### config.mk
export PLATFORM = sky130hd
export DESIGN_NAME = modem_status_reg
export DESIGN_NICKNAME = d
export VERILOG_FILES = /design/src/rtl/msr_pkg.sv /design/src/rtl/msr_sync.sv /design/src/rtl/msr_delta.sv /design/src/rtl/modem_status_reg.sv
export SDC_FILE = /design/constraint.sdc
export NUM_CORES = 1
export LEC_CHECK = 0
export BUFFER_PORTS_ARGS = -buffer_cell sky130_fd_sc_hd__buf_2
export CORE_MARGIN = 5
export CORE_UTILIZATION = 30
export CTS_BUF_LIST = sky130_fd_sc_hd__clkbuf_2 sky130_fd_sc_hd__clkbuf_4 sky130_fd_sc_hd__clkbuf_8
export DETAILED_ROUTE_END_ITERATION = 10
export MAX_ROUTING_LAYER = met4
export PLACE_DENSITY = 0.61
export SETUP_SLACK_MARGIN = 0.02
export SYNTH_ARGS = -nofsm -noshare
export SYNTH_HDL_FRONTEND = slang
export SYNTH_SLANG_ARGS = --single-unit
### constraint.sdc
create_clock -name clk -period 2.4 [get_ports clk]
set_input_delay 0.12 -clock clk [delete_from_list [all_inputs] [get_ports clk]]
set_output_delay 0.12 -clock clk [all_outputs]
set_load 0.02 [all_outputs]
### src/rtl/msr_pkg.sv
package msr_pkg;
    localparam int unsigned LINES = 4;
    localparam int unsigned REG_W = 2 * LINES;

    typedef logic [LINES-1:0] line_vec_t;

    // How a change flag reacts to its reported level
    typedef enum logic [1:0] {
        DET_ANY  = 2'd0,
        DET_FALL = 2'd1,
        DET_RISE = 2'd2
    } det_e;
endpackage

### src/rtl/msr_sync.sv
module msr_sync #(
    parameter int unsigned W       = 4,
    parameter int unsigned STAGES  = 2,
    parameter logic        RST_VAL = 1'b1
) (
    input  logic         clk,
    input  logic         rst_n,
    input  logic [W-1:0] d_i,
    output logic [W-1:0] q_o
);
    logic [W-1:0] stage_q [STAGES];

    always_ff @(posedge clk or negedge rst_n) begin
        if (!rst_n) begin
            for (int s = 0; s < int'(STAGES); s++) begin
                stage_q[s] <= {W{RST_VAL}};
            end
        end else begin
            stage_q[0] <= d_i;
            for (int s = 1; s < int'(STAGES); s++) begin
                stage_q[s] <= stage_q[s-1];
            end
        end
    end

    assign q_o = stage_q[STAGES-1];
endmodule

### src/rtl/msr_delta.sv
module msr_delta
    import msr_pkg::*;
#(
    parameter int unsigned W         = LINES,
    parameter logic [W-1:0] FALL_ONLY = '0
) (
    input  logic         clk,
    input  logic         rst_n,
    input  logic [W-1:0] lvl_i,
    input  logic         clr_i,
    output logic [W-1:0] delta_o
);
    logic [W-1:0] prev_q;
    logic [W-1:0] hit;
    logic [W-1:0] delta_q;

    for (genvar i = 0; i < int'(W); i++) begin : g_det
        localparam det_e KIND = FALL_ONLY[i] ? DET_FALL : DET_ANY;
        if (KIND == DET_FALL) begin : g_fall
            assign hit[i] = prev_q[i] & ~lvl_i[i];
        end else if (KIND == DET_RISE) begin : g_rise
            assign hit[i] = ~prev_q[i] & lvl_i[i];
        end else begin : g_any
            assign hit[i] = prev_q[i] ^ lvl_i[i];
        end
    end

    always_ff @(posedge clk or negedge rst_n) begin
        if (!rst_n) begin
            prev_q  <= '0;
            delta_q <= '0;
        end else begin
            prev_q  <= lvl_i;
            // clear first, then merge this edge's change so it survives a read
            delta_q <= (clr_i ? '0 : delta_q) | hit;
        end
    end

    assign delta_o = delta_q;
endmodule

### src/rtl/modem_status_reg.sv
module modem_status_reg
    import msr_pkg::*;
#(
    parameter int unsigned SYNC_STAGES = 2
) (
    input  logic             clk,
    input  logic             rst_n,
    input  logic [LINES-1:0] modem_n_i,
    input  logic             rd_strobe_i,
    input  logic             loop_en_i,
    input  logic [LINES-1:0] mctl_i,
    input  logic             msi_en_i,
    output logic [REG_W-1:0] status_o,
    output logic             irq_o
);
    // ring line (index 2) flags only its trailing edge
    localparam line_vec_t RING_MASK = line_vec_t'(4'b0100);

    line_vec_t pin_sync;
    line_vec_t lvl;
    line_vec_t delta;

    msr_sync #(
        .W       (LINES),
        .STAGES  (SYNC_STAGES),
        .RST_VAL (1'b1)
    ) u_sync (
        .clk   (clk),
        .rst_n (rst_n),
        .d_i   (modem_n_i),
        .q_o   (pin_sync)
    );

    always_comb begin
        lvl = loop_en_i ? mctl_i : ~pin_sync;
    end

    msr_delta #(
        .W         (LINES),
        .FALL_ONLY (RING_MASK)
    ) u_delta (
        .clk     (clk),
        .rst_n   (rst_n),
        .lvl_i   (lvl),
        .clr_i   (rd_strobe_i),
        .delta_o (delta)
    );

    assign status_o = {lvl, delta};
    assign irq_o    = msi_en_i & (|delta);
endmodule

After elaboration in Yosys (flattened, before gate mapping):

Cells that the tools add are included.

* register bits after elaboration: 16
* bits of input ports: 13
* output and inout bits: 9
* word-level logic and storage cells: 15

* multiplexer cells: 2
* bitwise gates (word level): 8
* reductions and logical operators: 1

Operator list (number)
* $mux W4: 2
* $not A4 Y4: 1
* $or A4 B4 Y4: 1
* $reduce_or A4 Y1: 1
* $xor A1 B1 Y1: 3
* $and A1 B1 Y1: 2
* $not A1 Y1: 1

Depth between registers and ports, before layout:

* depth in word-level cells: 5
* mapped depth: 3
* depth with buffers taken out: 3

Modules after synthesis:

A second synthesis with hierarchy kept.

* cell total of the unflattened synthesis: 41
* area, all modules: 553.0 um^2

Modules (own cells, without submodules)
* msr_delta: instances 1, cells an instance 20, area an instance 266.5 um^2, sequential area each 200.2 um^2
* msr_sync: instances 1, cells an instance 12, area an instance 240.2 um^2, sequential area each 210.2 um^2
* modem_status_reg: instances 1, cells an instance 9, area an instance 46.3 um^2, sequential area each 0.0 um^2

Worst setup path before layout:

No wires, ideal clock.

* path kind: reg2reg
* start point: register u_sync.stage_q, in the netlist u_sync.q_o[2]
* end point: register u_delta.delta_q[2], in the netlist u_delta.delta_o[2]
* library setup time: 162 ps
* arrival time: 1026 ps
* required time: 2238 ps
* setup slack: 1212 ps
* cell stages (with the launch flop): 3
* path buffers: 0
* period minus slack after synthesis: 1188 ps
* cells stage by stage: dfstp_2 > o21ai_0 > o22ai_1

* word-level cells in the longest chain between the ends: 5

Ends and longest elaborated chain
* from (decl): RTL line msr_sync.sv:11 `logic [W-1:0] stage_q [STAGES];`
* from (signal, indexed assignment): RTL line msr_sync.sv:16 `stage_q[s] <= {W{RST_VAL}};`
* from (signal, indexed assignment): RTL line msr_sync.sv:21 `stage_q[s] <= stage_q[s-1];`
* $not A4 Y4: RTL line modem_status_reg.sv:35 `lvl = loop_en_i ? mctl_i : ~pin_sync;`
* $mux W4: RTL line modem_status_reg.sv:35
* named net status_o[6]: RTL line modem_status_reg.sv:13 `output logic [REG_W-1:0] status_o,`
* $not A1 Y1: RTL line msr_delta.sv:20 `assign hit[i] = prev_q[i] & ~lvl_i[i];`
* $and A1 B1 Y1: RTL line msr_delta.sv:20
* $or A4 B4 Y4: RTL line msr_delta.sv:35 `delta_q <= (clr_i ? '0 : delta_q) | hit;`
* to (signal assigned): RTL line msr_delta.sv:35
* to (decl): RTL line msr_delta.sv:15 `logic [W-1:0] delta_q;`

The timed path passes the listed nets, and every way through them passes these cells.

Worst setup path in the final report:

* start point: register u_delta.delta_q[1], in the netlist u_delta.delta_o[1]
* end point: output port irq_o

* word-level cells in the longest chain between the ends: 2

Ends and longest elaborated chain
* $reduce_or A4 Y1: RTL line modem_status_reg.sv:50 `assign irq_o = msi_en_i & (|delta);`
* $and A1 B1 Y1: RTL line modem_status_reg.sv:50
* to (decl): RTL line modem_status_reg.sv:14 `output logic irq_o`

Every way passes these cells.

==> summary.md <==
| Metric | Value |
|---|---|
| Status | finished clean |
| Leakage | 0.365 nW |
| IO Port Bufs | 21 |
| Master of the slowest instance on the critical path | o41a_1 |
| Sequential area share after synthesis | 0.732 |
| Sum of buffers and inverters on the critical path | 1 |
| CTS tree | done |
| Syn nets | 53 |
| Largest net degree at the start of global routing | 17 |
| Synth area leaders | dfstp_2 (38%), dfrtp_1 (36%), nor2b_1 (6.7%) |
| Clk root buf | clkbuf_4 |
| Worst-skew pair later-pin latency | 0.28 ns |
| Setup CP Type | reg -> out |
| Post-synth top cells | dfrtp_1 (8), dfstp_2 (8), nor2b_1 (6) |
| Yosys top cell area share | 0.375 |
| Share of cells above drive strength 1 | 0.514 |
| Clk_skew | 0.00105 ns |
| GPL Wtd Cong | 0.630 |
| Power Dens Cells | slightly above 700 nW/um^2 |
| Cells along the critical path | o41a_1, buf_2 |
| Io pins | 22 |
| Detailed Route Iter0 Violations | 4 |
| Vias in the first global route | 390 |
| Pwr Total | between 500 and 600 uW |
| First-pass GRT wire length | 1580 um |
| VDD IR max | ~0.44 mV |
| DIE HEIGHT | about 53 um |
| FF+latch count, synth | 16 |
| Syn avg cell area | between 10 and 15 sq um |
| Post-synth ARST share | 1.00 |
| DIE AREA | 2830 sq um |
| Synth area leader | dfstp_2 |
| Critical path required time | ~2.3 ns |
| Worst slew pin tran | 0.337 ns |
| WP depth | 2 |
| Die Span X | 53.2 um |
| Htree depth | 1 |
| Dpl hpwl | roughly 730 um |
| Min Hold Slack | 0.0777 ns |
| CTS clk-pin slew, worst paths | 0.08 ns |
| Critical Path Max Stage Delay | about 0.4 ns |
| Worst min path class | in -> reg |
| Antenna-violating nets left | 0 |
| Synth Flop Type | dfstp_2 |
| Crit path time final | 1.36 ns |
| Cell Rows | 15 |
| Slew Limit Fails | 0 |
| Cell Area, Synth | about 560 sq um |
| Crit-path leading delay family | compound AO/OA/AOI/OAI gates |
| Post-route setup TNS | 0 ns |
| RSZ-0062 raised after global routing | no |
| Core area | 1750 sq um |
| Initial Utilization | 0.321 |
| Ys Warns | 0 |
| Diodes inserted | 0 |
| Max Cap Viol | 0 |
| Distinct cells, synth | 11 |
| Area delta synth->final | 39.7% |
| Startpoint Class | register |
| Crit-path max FO | 3 |
| GRT overflow | 0 |
| Postcts setup bufs | 0 |
| Num CTS Buffers | 3 |
| Setup-failing EPs final | 0 |
| Hold Vio Cnt, Final | 0 |
| Vias | 386 |
| Highest Clock Rate | 735 MHz |
| Clock Tree Buf Depth | 2 |
| Worst Setup End Kind | output port |
| Post-Syn Instances | 40 |
| Hold Crit Depth | 3 |
| Depth of the worst register-to-register path | 3 |
| Vias/cell | 4.06 |
| DRC | 0 |
| Arrival time worst endpoint | about 1.2 ns |
| TritonRoute pass-1 iters | 2 |
| Total GRT Usage | 0.0818 |
| WL final | 946 um |
| Number of synthesized flops with an enable pin | 0 |
| Clock sink count | 16 |
| Fin crit share | 0.567 |
| Slew Limit Headroom | 0.775 |
| Initial antenna violation count | 0 |
| Layout net count | between 80 and 90 |
| Post-CTS Resized | 0 |
| Routed length per instance | 9.96 um |
[placed cells by master, fill, tap and decap left out, drive strengths merged]
master | synthesis | routed
clkbuf | 0 | 4
inv | 2 | 2
dlygate4sd3 | 0 | 5
o21ai | 4 | 4
dfstp | 8 | 8
o22ai | 1 | 1
o41a | 1 | 1
buf | 0 | 21
nand2 | 4 | 4
dfrtp | 8 | 8
mux2i | 3 | 3
nor2 | 3 | 3
nor2b | 6 | 6
[worst paths after layout]
kind / start / end / slack, ns
max in group asynchronous: rst_n / u_sync.stage_q[5] / 1.84
max reg2reg: u_delta.delta_o[3] / u_delta.delta_o[3] / 1.56
min: mctl_i[1] / u_delta.prev_q[1] / 0.08
max: u_delta.delta_o[1] / irq_o / 1.04
min in group asynchronous: rst_n / u_delta.prev_q[3] / 0.27
min reg2reg: u_sync.stage_q[4] / u_sync.q_o[0] / 0.36
[flip-flops by register name (all words and copies together), names as in the netlist]
| name | cells |
|---|---|
| u_delta.delta_o | 4 |
| u_delta.prev_q | 4 |
| u_sync.q_o | 4 |
| u_sync.stage_q | 4 |
[what timing repair did]
item                                   CTS  global route
endpoints found under the hold margin   12             0
hold buffers                             5             0
setup endpoints to repair                0             0
[worst register-to-register path: cells and delay by family (launching register included)]
family / cells / cell delay [ns]
multiplexers: 1 / 0.08
AND/OR/NAND/NOR: 2 / 0.26
flip-flops: 1 / 0.39
[where the power goes]
| group | switching [mW] | internal (mW) | total [mW] |
|---|---|---|---|
| Combinational | 0.0501 | 0.0376 | 0.0877 |
| Clock | 0.0767 | 0.0923 | 0.169 |
| Sequential | 0.00974 | 0.296 | 0.305 |
[final cells by class]
type / instances / area [sq um]
Fill cell: 172 / 962
Sequential cell: 16 / 410
Timing Repair Buffer: 26 / 155
Multi-Input combinational cell: 22 / 143
Clock buffer: 4 / 36.3
Tap cell: 25 / 31.3
Inverter: 2 / 7.51
[cells by family after synthesis]
kind of cell	share of synthesized area
and+or+nand+nor	0.114
AOI/OAI and AO/OA	0.0871
muxes	0.0536
buffers and inverters	0.0134
DFF	0.732
[metrics by stage]
stage	worst slack (ns)	cells	util	cell area (sq um)
after global routing	0.982	95	0.449	783
after global placement	1.36	86	0.399	697
after CTS	1.02	95	0.449	783
final	1.04	95	0.449	783
after floorplan	1.21	40	-	561
after detailed placement	1.35	86	0.399	697
[routing by layer]
| metal | global-route usage | wire length, um | up-vias |
|---|---|---|---|
| met4 | 0.0128 | 0 | 0 |
| met2 | 0.135 | 432 | 19 |
| met3 | 0.0535 | 136 | 0 |
| li1 | - | - | 194 |
| met5 | - | 0 | - |
| met1 | 0.0825 | 377 | 173 |
Power figures use the tool's default switching activity.
